==> src/rtl/simd_ge_pkg.sv <==
package simd_ge_pkg;
  localparam int unsigned OP_W = 3;

  typedef struct packed {
    logic is_signed;
    logic is_half;
    logic is_sub;
  } op_t;
endpackage

==> src/rtl/simd_lane_arith.sv <==
module simd_lane_arith #(
  parameter int unsigned LANE_W = 8
) (
  input  logic [LANE_W-1:0] a_i,
  input  logic [LANE_W-1:0] b_i,
  input  logic              sub_i,
  input  logic              signed_i,
  output logic [LANE_W-1:0] res_o,
  output logic              ge_o
);
  logic [LANE_W:0] a_ext, b_ext, full;

  always_comb begin
    a_ext = {signed_i & a_i[LANE_W-1], a_i};
    b_ext = {signed_i & b_i[LANE_W-1], b_i};
    full  = sub_i ? (a_ext - b_ext) : (a_ext + b_ext);
    res_o = full[LANE_W-1:0];
    // unsigned add: carry out; all other cases: exact result non-negative
    ge_o  = (!signed_i && !sub_i) ? full[LANE_W] : ~full[LANE_W];
  end
endmodule

==> src/rtl/simd_lane_array.sv <==
module simd_lane_array #(
  parameter int unsigned DATA_W = 32,
  parameter int unsigned BYTE_W = 8
) (
  input  logic [DATA_W-1:0]        a_i,
  input  logic [DATA_W-1:0]        b_i,
  input  simd_ge_pkg::op_t         op_i,
  output logic [DATA_W-1:0]        res_o,
  output logic [DATA_W/BYTE_W-1:0] ge_o
);
  localparam int unsigned N_BYTES = DATA_W / BYTE_W;
  localparam int unsigned HALF_W  = 2 * BYTE_W;
  localparam int unsigned N_HALF  = DATA_W / HALF_W;

  logic [DATA_W-1:0]  byte_res, half_res;
  logic [N_BYTES-1:0] byte_ge;
  logic [N_HALF-1:0]  half_ge;

  for (genvar i = 0; i < N_BYTES; i++) begin : g_byte
    simd_lane_arith #(.LANE_W(BYTE_W)) u_lane (
      .a_i     (a_i[i*BYTE_W +: BYTE_W]),
      .b_i     (b_i[i*BYTE_W +: BYTE_W]),
      .sub_i   (op_i.is_sub),
      .signed_i(op_i.is_signed),
      .res_o   (byte_res[i*BYTE_W +: BYTE_W]),
      .ge_o    (byte_ge[i])
    );
  end

  for (genvar j = 0; j < N_HALF; j++) begin : g_half
    simd_lane_arith #(.LANE_W(HALF_W)) u_lane (
      .a_i     (a_i[j*HALF_W +: HALF_W]),
      .b_i     (b_i[j*HALF_W +: HALF_W]),
      .sub_i   (op_i.is_sub),
      .signed_i(op_i.is_signed),
      .res_o   (half_res[j*HALF_W +: HALF_W]),
      .ge_o    (half_ge[j])
    );
  end

  // halfword flag spread over both byte positions it covers
  for (genvar k = 0; k < N_BYTES; k++) begin : g_ge
    assign ge_o[k] = op_i.is_half ? half_ge[k/2] : byte_ge[k];
  end

  assign res_o = op_i.is_half ? half_res : byte_res;
endmodule

==> src/rtl/simd_byte_select.sv <==
module simd_byte_select #(
  parameter int unsigned DATA_W = 32,
  parameter int unsigned BYTE_W = 8
) (
  input  logic [DATA_W-1:0]        a_i,
  input  logic [DATA_W-1:0]        b_i,
  input  logic [DATA_W/BYTE_W-1:0] pick_a_i,
  output logic [DATA_W-1:0]        sel_o
);
  localparam int unsigned N_BYTES = DATA_W / BYTE_W;

  for (genvar k = 0; k < N_BYTES; k++) begin : g_mux
    assign sel_o[k*BYTE_W +: BYTE_W] = pick_a_i[k] ? a_i[k*BYTE_W +: BYTE_W]
                                                   : b_i[k*BYTE_W +: BYTE_W];
  end
endmodule

==> src/rtl/simd_ge_alu.sv <==
module simd_ge_alu #(
  parameter int unsigned DATA_W = 32,
  parameter int unsigned BYTE_W = 8
) (
  input  logic                                clk_i,
  input  logic                                rst_ni,
  input  logic                                valid_i,
  input  logic                                sel_en_i,
  input  logic [simd_ge_pkg::OP_W-1:0]        op_i,
  input  logic [DATA_W-1:0]                   a_i,
  input  logic [DATA_W-1:0]                   b_i,
  output logic [DATA_W-1:0]                   result_o,
  output logic [DATA_W/BYTE_W-1:0]            ge_o,
  output logic [DATA_W-1:0]                   sel_o
);
  import simd_ge_pkg::*;

  localparam int unsigned N_BYTES = DATA_W / BYTE_W;

  op_t                op;
  logic [DATA_W-1:0]  arith_res, pick_res;
  logic [N_BYTES-1:0] arith_ge;
  logic [DATA_W-1:0]  result_q, sel_q;
  logic [N_BYTES-1:0] ge_q;
  logic               do_arith, do_sel;

  assign op       = op_t'(op_i);
  assign do_arith = valid_i & ~sel_en_i;
  assign do_sel   = valid_i &  sel_en_i;

  simd_lane_array #(.DATA_W(DATA_W), .BYTE_W(BYTE_W)) u_lanes (
    .a_i  (a_i),
    .b_i  (b_i),
    .op_i (op),
    .res_o(arith_res),
    .ge_o (arith_ge)
  );

  simd_byte_select #(.DATA_W(DATA_W), .BYTE_W(BYTE_W)) u_select (
    .a_i     (a_i),
    .b_i     (b_i),
    .pick_a_i(ge_q),
    .sel_o   (pick_res)
  );

  always_ff @(posedge clk_i or negedge rst_ni) begin
    if (!rst_ni) begin
      result_q <= '0;
      ge_q     <= '0;
      sel_q    <= '0;
    end else begin
      if (do_arith) begin
        result_q <= arith_res;
        ge_q     <= arith_ge;
      end
      if (do_sel) sel_q <= pick_res;
    end
  end

  assign result_o = result_q;
  assign ge_o     = ge_q;
  assign sel_o    = sel_q;
endmodule

==> config.mk <==
export PLATFORM = sky130hd
export DESIGN_NAME = simd_ge_alu
export DESIGN_NICKNAME = d
export VERILOG_FILES = /design/src/rtl/simd_ge_pkg.sv /design/src/rtl/simd_lane_arith.sv /design/src/rtl/simd_lane_array.sv /design/src/rtl/simd_byte_select.sv /design/src/rtl/simd_ge_alu.sv
export SDC_FILE = /design/constraint.sdc
export NUM_CORES = 1
export LEC_CHECK = 0
export BUFFER_PORTS_ARGS = -buffer_cell sky130_fd_sc_hd__buf_2
export CAP_MARGIN = 20
export CORE_MARGIN = 1
export CORE_UTILIZATION = 59
export CTS_BUF_LIST = sky130_fd_sc_hd__clkbuf_8
export CTS_CLUSTER_SIZE = 8
export DETAILED_ROUTE_END_ITERATION = 12
export PLACE_DENSITY_LB_ADDON = 0.12
export SLEW_MARGIN = 15
export SYNTH_ARGS = -nofsm -noshare
export SYNTH_HDL_FRONTEND = slang
export SYNTH_HIERARCHICAL = 1
export SYNTH_SLANG_ARGS = --single-unit
==> constraint.sdc <==
create_clock -name clk_i -period 1.4 [get_ports clk_i]
set_input_delay 0.28 -clock clk_i [delete_from_list [all_inputs] [get_ports clk_i]]
set_output_delay 0.28 -clock clk_i [all_outputs]
set_load 0.02 [all_outputs]
==> results of run 1 <==
==> per-stage QoR <==
stage | setup WS [ns] | area, µm² | hold WS (ns) | utilization (%)
after detailed placement | -1.91 | 10900 | 0.339 | 82.5
after global placement | -1.84 | 10900 | 0.326 | 82.5
after floorplan | -1.58 | 8500 | -0.0156 | -
after CTS | -1.38 | 11700 | 0.312 | 88.6
==> logic make-up after synthesis <==
kind of cell               share of synthesized area [%]
DFF                                                 21.3
muxes                                               22.8
buffers and inverters                               4.84
and+or+nand+nor                                     11.4
xor gates and xnor gates                            12.1
adders and majority gates                           12.5
AOI/OAI and AO/OA                                   15.0
==> metal layers <==
metal | GRT overflow | global-route usage, %
met2 | 17 | 94.7
met3 | 0 | 44.7
met4 | 32 | 80.3
met1 | 1 | 73.9
met5 | 0 | 3.31
==> timing repair <==
action | 4_1_cts
hold endpoints to repair | 68
hold buffers | 1
pin swaps | 61
setup buffers | 26
gates resized for setup | 100
endpoints found under the setup margin | 53
cloned | 1
==> impl_results.md, run 1 <==
- Status: did not finish
- Fail Step: 5_1_grt
- Tool error: [ERROR GRT-0232] Routing congestion too high. Check the congestion heatmap in the GUI.
- Initial antenna violation count: 2
- Post-synth cell types: 49
- Std-Cell Rows: 42
- Gpl congestion: between 0.9 and 1
- Yosys top cell area share: roughly a fifth
- CTS buffer count: 9
- IO Pins: roughly 140
- Commonest register cell after synthesis: dfrtp_1
- Syn nets: between 900 and 1,000
- Die extent in y: 118 µm
- H-tree depth: 3
- Port bufs: roughly 140
- Clock Path Buffers: 2
- Asr flop ratio synth: between 90% and 100%
- Sequential area share after synthesis: about a fifth
- GR Overflow Total: 50
- EDFF count, synth: 0
- Syn. warnings: 6
- Largest net degree at the start of global routing: around 70
- Cells after Synth: 807
- Area contributors post-synth: dfrtp_1 21%, mux2_4 12%, ha_1 11%
- Worst_ep kind: register input
- CTS root buf: clkbuf_8
- Post-Syn Area: between 7000 and 8000 µm²
- Flip-flop and latch count after synthesis: slightly below 70
- Die X-Extent: 118 µm
- Syn_area_per_cell: between 9 and 10 µm²
- Placed Instances: between 1,000 and 1,500
- HPWL Detailed: ~19,000 µm
- Starting Density: 60.3%
- Total clock sinks: roughly 70
- Commonest cells post-synth: 92 x xnor2_1, 74 x mux2_2, 70 x ha_1, 68 x dfrtp_1, 62 x mux2_4
- GRT repair_timing worst endpoint: ge_o[3]$_DFFE_PN0P_/D
- Total track usage: a little over 70%
- Most common cell in the netlist: xnor2_1
- Post-synth top area cell: dfrtp_1
==> inputs of run 2 (changes only) <==
--- a/config.mk
+++ b/config.mk
@@ -8,11 +8,9 @@
 export BUFFER_PORTS_ARGS = -buffer_cell sky130_fd_sc_hd__buf_2
 export CAP_MARGIN = 20
 export CORE_MARGIN = 1
-export CORE_UTILIZATION = 59
-export CTS_BUF_LIST = sky130_fd_sc_hd__clkbuf_8
-export CTS_CLUSTER_SIZE = 8
+export CORE_UTILIZATION = 40
 export DETAILED_ROUTE_END_ITERATION = 12
-export PLACE_DENSITY_LB_ADDON = 0.12
+export PLACE_DENSITY_LB_ADDON = 0.15
 export SLEW_MARGIN = 15
 export SYNTH_ARGS = -nofsm -noshare
 export SYNTH_HDL_FRONTEND = slang
==> run 2 against run 1 <==
Compared with the run above:
- the flow now finishes, with violations (negative setup slack)
- synthesized cell count stayed put
- area after synthesis did not move
==> impl_results.md, run 2 <==
- Gpl congestion: 0.846 (-6.9%)
- Total clock sinks: 68 (unchanged)
- Headroom to the max-slew limit: slightly above 70%
- Layout cell share with drive strength beyond 1: ~61%
- Critical path arrival: between 3 and 4 ns
- H-tree depth: 3 (unchanged)
- Commonest cells post-synth: 92 x xnor2_1, 74 x mux2_2, 70 x ha_1, 68 x dfrtp_1, 62 x mux2_4
- CP startpoint kind: primary input
- Antenna diodes: 0
- P&R area growth vs syn: 57.1%
- Fin. max-slew vios: 0
- Dpl cell area: 11,300 µm² (+3.1%)
- Die ar.: 20,500 µm²
- DR iter-0 viols: between 200 and 300
- WHS: ~0.34 ns
- Clock Path Buffers: 2 (unchanged)
- CTS root buf: clkbuf_16
- First-pass iteration count of the detailed router: 4
- Worst-margin pin slew: between 0.4 and 0.5 ns
- Maximum vdd drop: around 730 µV
- Largest net degree at the start of global routing: 69
- Std-Cell Rows: 51 (+21%)
- Status: finished with violations
- Post-synth cell types: 49 (unchanged)
- Vias in the first global route: around 7,500
- Setup violators final: 34
- Vias: approximately 7,500
- CTS buffer count: 9 (unchanged)
- Hold WC Path Type: primary input to register
- Residual DRC: 0
- Die extent in y: 143 µm (+21%)
- Skew-Pair Late Insertion Delay: ~0.35 ns
- Asr flop ratio synth: 100% (unchanged)
- Core area: 19,500 µm²
- Vias/cell: 5.05
- Final worst slack: -1.40 ns
- Sequential area share after synthesis: 21.3% (unchanged)
- Syn nets: 954 (unchanged)
- Post-layout minimum cycle time: between 2 and 3 ns
- Post-synth top area cell: dfrtp_1
- Drt wl/cell: about 16 µm
- Die X-Extent: 143 µm (+21%)
- Routed wire length: 23,900 µm
- Required time of the critical path: between 1.5 and 2 ns
- Flip-flop and latch count after synthesis: 68 (unchanged)
- Commonest non-fill, non-tap cell in the layout: buf_4
- CP endpoint kind: register
- First-pass GRT wire length: between 30,000 and 40,000 µm
- LEAKAGE: between 5 and 6 nW
- Port bufs: 138 (unchanged)
- CP Max Fanout: 4
- Worst Skew: 0.00990 ns
- HPWL Detailed: 17,800 µm (-4.8%)
- GR Overflow Total: 0
- Final Cycle Share: 200%
- Power density over cell area: 1120 nW/µm²
- Initial antenna violation count: 0
- Peak clock frequency supported by timing: 358 MHz
- Syn_area_per_cell: 9.90 µm² (unchanged)
- Placement Setup Slack: -1.82 ns (+0.0884 ns)
- RSZ-0062 raised after global routing: yes
- Final hold vios: 0
- Most common cell in the netlist: xnor2_1
- EDFF count, synth: 0 (unchanged)
- Starting Density: 40.9% (-19 points)
- Non-filler instance count after layout: roughly 1,500
- Max cap viols: 0
- Setup TNS Final: -36.93 ns
- Antenna-violating nets left: 0
- IO Pins: 139 (unchanged)
- Commonest non-fill, non-tap cells in the layout: 249 x buf_4, 126 x buf_2, 91 x mux2_4
- Syn. warnings: 6 (unchanged)
- Post-Syn Area: 7990 µm² (unchanged)
- Cells after Synth: 807 (unchanged)
- Yosys top cell area share: 21.3% (unchanged)
- Placed Instances: 1,433 (+8.4%)
- Area contributors post-synth: dfrtp_1 21%, mux2_4 12%, ha_1 11%
- Design Area, Final: approximately 13,000 µm²
- Commonest register cell after synthesis: dfrtp_1
- Critical path class: primary input to register
- Clock-pin slew on the worst setup and hold paths: roughly 0.060 ns
- CTS tree: built
- Failing checks: negative setup slack
- Total track usage: between 20% and 30%
- Final #Nets: 1,361
[run 2: cell type report]
class | instances | area (µm²)
clock buffer | 12 | 256
clock inverter | 4 | 47.5
fill | 1606 | 6980
inverter | 42 | 188
multi-input combinational | 670 | 6820
sequential | 68 | 1700
tap | 265 | 332
timing repair buffer | 423 | 3210
[run 2: metal layers]
metal	GRT usage (%)	up-vias	wire, µm
li1	-	3764	-
met1	29.9	3578	10900
met2	43.2	136	12100
met3	2.17	17	604
met4	6.49	0	263
met5	0	-	0
[run 2: what timing repair did]
| action | in CTS | in global routing |
|---|---|---|
| pin swaps | 80 | 55 |
| buffers inserted | 23 | 17 |
| gates cloned | 1 | 0 |
| hold buffers | 1 | 0 |
| endpoints found under the hold margin | 68 | 0 |
| gates resized for setup | 116 | 49 |
| setup endpoints to repair | 35 | 35 |
[run 2: path summary, 6_finish.rpt]
check                                from            to  slack (ns)  depth (start not counted)
worst max-delay path               b_i[2]       ge_o[0]       -1.40                         16
worst min-delay path              a_i[28]     sel_o[28]        0.34                          3
worst max register to register    ge_o[2]     sel_o[20]        0.14                          3
worst min register to register  sel_o[25]     sel_o[25]        0.50                          1
max in group asynchronous          rst_ni  result_o[11]        0.61                          3
min in group asynchronous          rst_ni  result_o[18]        0.48                          3
[run 2: cells by family (layout without fill, tap and decap cells)]
kind of cell | count (synthesis) | in the layout | share of synthesized area (%)
compound gates | 178 | 178 | 15.0
xor+xnor | 110 | 110 | 12.1
fa+ha+maj | 76 | 76 | 12.5
buf+inv | 69 | 481 | 4.84
flops | 68 | 68 | 21.3
mux | 142 | 142 | 22.8
simple gates | 164 | 164 | 11.4
[run 2: stage by stage]
step | utilization, % | power [W]
floorplan | - | 0.00808
global placement | 57.7 | 0.0108
detailed placement | 57.7 | 0.0108
CTS | 62.7 | 0.0139
global route | 64.3 | 0.0149
finish | 64.3 | 0.0140
[run 2: power by group]
group / internal (W) / switching [W]
registers: 0.00269 / 0.000362
logic: 0.00451 / 0.00398
clock network: 0.00147 / 0.000998
[run 2: critical path, cell delays in order]
cell      delay (ns)
buf_6           0.10
nor3_4          0.24
nand2_2         0.10
nor4_4          0.13
buf_4           0.17
a21oi_2         0.05
xnor2_1         0.14
ha_1            0.30
a21o_1          0.18
a31o_2          0.25
a21oi_2         0.14
nor2b_1         0.06
a311oi_1        0.24
xnor2_1         0.12
mux2_2          0.27
mux2_2          0.26
Power figures use the tool's default switching activity.
==> inputs of run 3 (changes only) <==
--- a/config.mk
+++ b/config.mk
@@ -10,6 +10,7 @@
 export CORE_MARGIN = 1
 export CORE_UTILIZATION = 40
 export DETAILED_ROUTE_END_ITERATION = 12
+export MAX_ROUTING_LAYER = met4
 export PLACE_DENSITY_LB_ADDON = 0.15
 export SLEW_MARGIN = 15
 export SYNTH_ARGS = -nofsm -noshare
==> run 3 against run 2 <==
Compared with the run above:
- the flow still finishes with violations (negative setup slack)
- total power about the same
- global-route usage up 0.70 points
- clock-buffer cell count unchanged
- wire length up 0.24%
- fmax down 0.17%
- clock power about the same
- utilization unchanged
- design area unchanged
- worst hold slack about the same
- sequential share of layout area unchanged
- clock skew about the same
- largest cell class unchanged
- largest power group unchanged
==> impl_results.md, run 3 (synthesis results as in run 2) <==
- CTS buffer count: 9 (unchanged)
- Largest net degree at the start of global routing: 69 (unchanged)
- Switching share of total power: 38.1% (about the same)
- CP endpoint kind: register
- Core area: 19,500 µm² (unchanged)
- Commonest non-fill, non-tap cells in the layout: 249 x buf_4, 126 x buf_2, 91 x mux2_4
- Critical path class: primary input to register
- Post-layout minimum cycle time: 2.80 ns (+0.00471 ns)
- Antenna-violating nets left: 0 (unchanged)
- Port bufs: 138 (unchanged)
- Initial antenna violation count: 0 (unchanged)
- Total track usage: 24.5% (+0.70 points)
- Required time of the critical path: 1.64 ns (about the same)
- Vias/cell: 5.06 (+0.28%)
- Placement Setup Slack: -1.82 ns (unchanged)
- Net Sw Power: 0.00534 W (about the same)
- Int Power: 0.00868 W (about the same)
- CP startpoint kind: primary input
- CP Max Fanout: 4 (unchanged)
- Vias: 7,516 (+0.28%)
- Comb power frac: 60.6% (about the same)
- Most Crowded Layer GR: met2
- Clock power share: 17.6% (about the same)
- Critical path arrival: 3.04 ns (about the same)
- Starting Density: 40.9% (unchanged)
- Clock Path Buffers: 2 (unchanged)
- Residual DRC: 0 (unchanged)
- First-pass iteration count of the detailed router: 4 (unchanged)
- Max cap viols: 0 (unchanged)
- GR Overflow Total: 0 (unchanged)
- Power density over cell area: 1120 nW/µm² (about the same)
- Worst-margin pin slew: 0.399 ns (-0.0167 ns)
- Final hold vios: 0 (unchanged)
- Filler Cells Inserted: 1,606 (unchanged)
- Peak clock frequency supported by timing: 357 MHz (-0.17%)
- Layout cell share with drive strength beyond 1: 60.5% (unchanged)
- Routed wire length: 23,900 µm (+0.24%)
- Final worst slack: -1.40 ns (-0.00471 ns)
- Hold WC Path Type: primary input to register
- Final #Nets: 1,361 (unchanged)
- Flop pwr share: 21.8% (about the same)
- Antenna diodes: 0 (unchanged)
- Maximum vdd drop: 727 µV (+0.13%)
- Non-filler instance count after layout: 1,484 (unchanged)
- Die X-Extent: 143 µm (unchanged)
- GR Util met1: 30.0% (+0.083 points)
- Reg2Reg Depth: 3 (unchanged)
- Setup violators final: 34 (unchanged)
- Std-Cell Rows: 51 (unchanged)
- First-pass GRT wire length: 37,800 µm (about the same)
- P&R area growth vs syn: 57.1% (unchanged)
- Placed Instances: 1,433 (unchanged)
- Total clock sinks: 68 (unchanged)
- HPWL Detailed: 17,800 µm (unchanged)
- Failing checks: negative setup slack
- LEAKAGE: 5.90 nW (unchanged)
- H-tree depth: 3 (unchanged)
- Drt wl/cell: 16.1 µm (+0.24%)
- Vias in the first global route: 7,512 (+0.093%)
- DR iter-0 viols: 275 (+1.5%)
- WHS Path Cells: 3 (unchanged)
- CTS root buf: clkbuf_16
- Clock-pin slew on the worst setup and hold paths: 0.06 ns (about the same)
- Gpl congestion: 0.859 (+1.6%)
- Worst Skew: 0.00998 ns (+0.0000770 ns)
- Grt met3 use: 2.13% (-0.033 points)
- RSZ-0062 raised after global routing: yes
- Die extent in y: 143 µm (unchanged)
- CTS tree: built
- IO Pins: 139 (unchanged)
- GR Util met2: 43.1% (-0.077 points)
- Headroom to the max-slew limit: 73.2% (+1.1 points)
- Skew-Pair Late Insertion Delay: 0.35 ns (about the same)
- Commonest non-fill, non-tap cell in the layout: buf_4
- Final Cycle Share: 200% (+0.34 points)
- Status: finished with violations
- Fin. max-slew vios: 0 (unchanged)
- Die ar.: 20,500 µm² (unchanged)
-- run 3: cell counts in the layout (fill, tap and decap cells not counted) --
No cell type changed its count.
-- run 3: power by group through the flow --
stage | combinational (W) | sequential [W] | clock [W]
floorplan | 0.00409 | 0.00399 | 0
global placement | 0.00769 | 0.00306 | 0
detailed placement | 0.00776 | 0.00308 | 0
CTS | 0.00826 | 0.00306 | 0.00255
global route | 0.00911 | 0.00316 | 0.00260
finish | 0.00849 | 0.00305 | 0.00247
-- run 3: stage by stage --
step / cell area, µm² / hold WS [ns] / total power, W / TNS, ns / util, %
after floorplan: 8500 / -0.0156 / 0.00808 / -35.22 / -
after global placement: 11300 / 0.327 / 0.0108 / -50.81 / 57.7
after detailed placement: 11300 / 0.326 / 0.0108 / -51.43 / 57.7
after CTS: 12200 / 0.331 / 0.0139 / -34.30 / 62.7
after global routing: 12500 / 0.348 / 0.0149 / -40.09 / 64.3
final: 12500 / 0.340 / 0.0140 / -36.99 / 64.3
-- run 3: final cells by class --
type / count / area [µm²] / area share, %
clock buffers: 12 / 256 / 2.04
clock inverters: 4 / 47.5 / 0.379
inverters: 42 / 188 / 1.50
multi-input cells: 670 / 6820 / 54.3
flip-flops and latches: 68 / 1700 / 13.6
well taps: 265 / 332 / 2.64
repair buffers: 423 / 3210 / 25.6
-- run 3: layer usage --
layer,vias to the layer above,part of all wire [%]
met5,-,0
met4,0,1.1
met3,17,2.2
met2,115,51
met1,3622,46
li1,3762,-
-- run 3: critical path, stage by stage --
cell      delay, ns
buf_6          0.10
nor3_4         0.25
nand2_2        0.11
nor4_4         0.13
buf_4          0.17
a21oi_2        0.05
xnor2_1        0.14
ha_1           0.30
a21o_1         0.18
a31o_2         0.25
a21oi_2        0.14
nor2b_1        0.06
a311oi_1       0.24
xnor2_1        0.12
mux2_2         0.27
mux2_2         0.26
-- run 3: worst paths after layout --
kind                                 to  slack, ns      start
max reg2reg                   sel_o[11]       0.14    ge_o[1]
max                             ge_o[0]      -1.40     b_i[2]
min in group asynchronous  result_o[18]       0.48     rst_ni
min reg2reg                   sel_o[25]       0.50  sel_o[25]
max in group asynchronous  result_o[11]       0.61     rst_ni
min                           sel_o[28]       0.34    a_i[28]
-- run 3: timing repair --
action	4_1_cts	5_1_grt
pin swaps	80	55
cloned	1	0
setup buffers	23	17
setup endpoints to repair	35	35
resized for setup	116	49
endpoints found under the hold margin	68	0
hold buffers	1	0
==> inputs of run 4 (changes only) <==
--- a/config.mk
+++ b/config.mk
@@ -11,7 +11,7 @@
 export CORE_UTILIZATION = 40
 export DETAILED_ROUTE_END_ITERATION = 12
 export MAX_ROUTING_LAYER = met4
-export PLACE_DENSITY_LB_ADDON = 0.15
+export PLACE_DENSITY = 0.6
 export SLEW_MARGIN = 15
 export SYNTH_ARGS = -nofsm -noshare
 export SYNTH_HDL_FRONTEND = slang
==> constraint.sdc (replaced) <==
create_clock -name clk_i -period 2.9 [get_ports clk_i]
set_input_delay 0.58 -clock clk_i [delete_from_list [all_inputs] [get_ports clk_i]]
set_output_delay 0.58 -clock clk_i [all_outputs]
set_load 0.02 [all_outputs]
==> run 4 against run 3 <==
Compared with the run above:
- the run still ends with negative setup slack left
- register-to-register slack gained 1.2 ns
- non-clock buffer count is 94 lower
- flip-flop and latch count unchanged
- critical path depth unchanged
- via count down 4.6%
- global-route usage decreased by 1.6 points
- die area unchanged
- sequential share of layout area grew 1.8 points
- design area is 12% lower
- clock-buffer cell count is 1 higher
- final cell count down 6.3%
- critical endpoint is now ge_o[2]
==> impl_results.md, run 4 (synthesis results as in run 2) <==
- GR Overflow Total: 0 (unchanged)
- Die ar.: 20,500 µm² (unchanged)
- Setup violators final: 14 (-59%)
- CP startpoint kind: primary input
- Core area: 19,500 µm² (unchanged)
- R2r setup slk: 1.36 ns (+1.22 ns)
- Commonest non-fill, non-tap cells in the layout: 183 x buf_4, 129 x buf_2, 90 x xnor2_1
- HPWL Detailed: 17,000 µm (-4.4%)
- IO Pins: 139 (unchanged)
- Total clock sinks: 68 (unchanged)
- Placed Instances: 1,362 (-5.0%)
- Non-filler instance count after layout: 1,390 (-6.3%)
- CTS buffer count: 9 (unchanged)
- Residual DRC: 0 (unchanged)
- Worst-margin pin slew: 0.906 ns (+0.507 ns)
- Final hold vios: 0 (unchanged)
- CP Max Fanout: 4 (unchanged)
- Placement Setup Slack: -0.648 ns (+1.18 ns)
- CTS tree: built
- Headroom to the max-slew limit: 39.6% (-34 points)
- Initial antenna violation count: 1 (+1)
- Hold WC Path Type: primary input to async pin
- First-pass GRT wire length: 35,500 µm (-6.2%)
- Die X-Extent: 143 µm (unchanged)
- Final Cycle Share: 108%
- Vias: 7,169 (-4.6%)
- DR iter-0 viols: 263 (-4.4%)
- CP endpoint kind: register
- Commonest non-fill, non-tap cell in the layout: buf_4
- Peak clock frequency supported by timing: 319 MHz
- Clock-pin slew on the worst setup and hold paths: 0.06 ns (about the same)
- Antenna-violating nets left: 0 (unchanged)
- Power density over cell area: 557 nW/µm² (-50%)
- Reg area: 1700 µm² (unchanged)
- Vias/cell: 5.16 (+1.8%)
- Required time of the critical path: 3.13 ns (+1.49 ns)
- Routed wire length: 22,300 µm (-6.7%)
- Filler Cells Inserted: 1,781 (+11%)
- FF-to-FF Start: ge_o[2]
- P&R area growth vs syn: 38.9%
- Skew-Pair Late Insertion Delay: 0.35 ns (about the same)
- Final worst slack: -0.240 ns (+1.16 ns)
- CTS Hold Bufs: 0 (-1)
- Layout cell share with drive strength beyond 1: 51.5% (-9.0 points)
- Worst Skew: 0.00646 ns (-0.00352 ns)
- LEAKAGE: 5.16 nW (-13%)
- Critical path launch point: b_i[18]
- Die extent in y: 143 µm (unchanged)
- Vias in the first global route: 7,054 (-6.1%)
- Gpl congestion: 0.879 (+2.3%)
- Critical-path cell list: buf_6 > nor3_4 > nand2_2 > nor4_4 > buf_4 > a21oi_2 > xnor2_1 > ha_1 > buf_4 > a31o_2 > a21oi_2 > nor2b_1 > a311oi_2 > xnor2_1 > mux2_2 > mux2_2
- H-tree depth: 3 (unchanged)
- Final #Nets: 1,267 (-6.9%)
- Std-Cell Rows: 51 (unchanged)
- Critical-path top delay cell: ha_1
- Max cap viols: 0 (unchanged)
- WHS: 0.365 ns (+0.0251 ns)
- Multi-input gate area: 6380 µm² (-6.4%)
- Clock Path Buffers: 2 (unchanged)
- FF-to-FF End: sel_o[17]
- CTS root buf: clkbuf_16
- Slowest stage delay, CP: 0.29 ns (about the same)
- Status: finished with violations
- Maximum vdd drop: 311 µV (-57%)
- Fin. max-slew vios: 0 (unchanged)
- Post-layout minimum cycle time: approximately 3.1 ns
- Reg2Reg Depth: 2 (-1)
- Largest net degree at the start of global routing: 69 (unchanged)
- Starting Density: 40.9% (unchanged)
- Port bufs: 138 (unchanged)
- Failing checks: negative setup slack
- Critical path class: primary input to register
- Drt wl/cell: 16.1 µm (-0.34%)
- First-pass iteration count of the detailed router: 5 (+1)
- Critical path arrival: 3.37 ns (+0.33 ns)
- Total track usage: 22.9% (-1.6 points)
- RSZ-0062 raised after global routing: yes
run 4: where the power goes:
part	leakage [nW]	switching, W	internal [W]	total [W]
combinational	4.22	0.00169	0.00184	0.00353
sequential	0.796	0.000276	0.00129	0.00157
clock	0.135	0.000458	0.000620	0.00108
run 4: what timing repair did:
action / in CTS / in global routing
buffers inserted: 5 / 8
gates resized for setup: 49 / 47
endpoints found under the setup margin: 22 / 25
pin swaps: 20 / 15
run 4: worst max-delay path, delay by kind of cell:
| kind | cells | cell delay (ns) |
|---|---|---|
| compound gates | 4 | 0.66 |
| xor+xnor | 2 | 0.24 |
| fa+ha+maj | 1 | 0.29 |
| buf+inv | 3 | 0.44 |
| mux | 2 | 0.52 |
| simple gates | 4 | 0.62 |
run 4: cell type report:
| cell class | instances | share of cell area (%) |
|---|---|---|
| timing repair buffer | 329 | 20.3 |
| sequential | 68 | 15.3 |
| multi-input combinational | 670 | 57.5 |
| clock inverter | 2 | 0.0902 |
| clock buffer | 13 | 2.35 |
| inverter | 42 | 1.42 |
| antenna | 1 | 0.0226 |
| tap | 265 | 2.99 |
run 4: how the worst max path moves through the flow:
stage                         endpoint  slack (ns)  depth (start not counted)
after floorplan                ge_o[0]       -0.38                         13
after CTS                 result_o[30]       -0.19                         14
final                          ge_o[2]       -0.24                         16
after global routing           ge_o[2]       -0.36                         16
after global placement         ge_o[3]       -0.57                         15
after detailed placement       ge_o[2]       -0.65                         15
run 4: through the flow:
stage                     util (%)  TNS, ns  power, W  cell area [µm²]
after CTS                     55.5    -1.68   0.00614            10800
after global routing          56.8    -4.37   0.00657            11100
after floorplan                  -    -2.28   0.00378             8150
after global placement        52.9   -11.28   0.00491            10300
final                         56.8    -2.44   0.00618            11100
after detailed placement      52.9   -12.18   0.00495            10300
run 4: layer usage:
layer | track usage, % | part of all wire [%] | vias up
met2 | 39.3 | 49 | 144
met3 | 2.53 | 3.7 | 21
li1 | - | - | 3583
met5 | - | 0 | -
met1 | 28.5 | 46 | 3421
met4 | 6.38 | 1.4 | 0
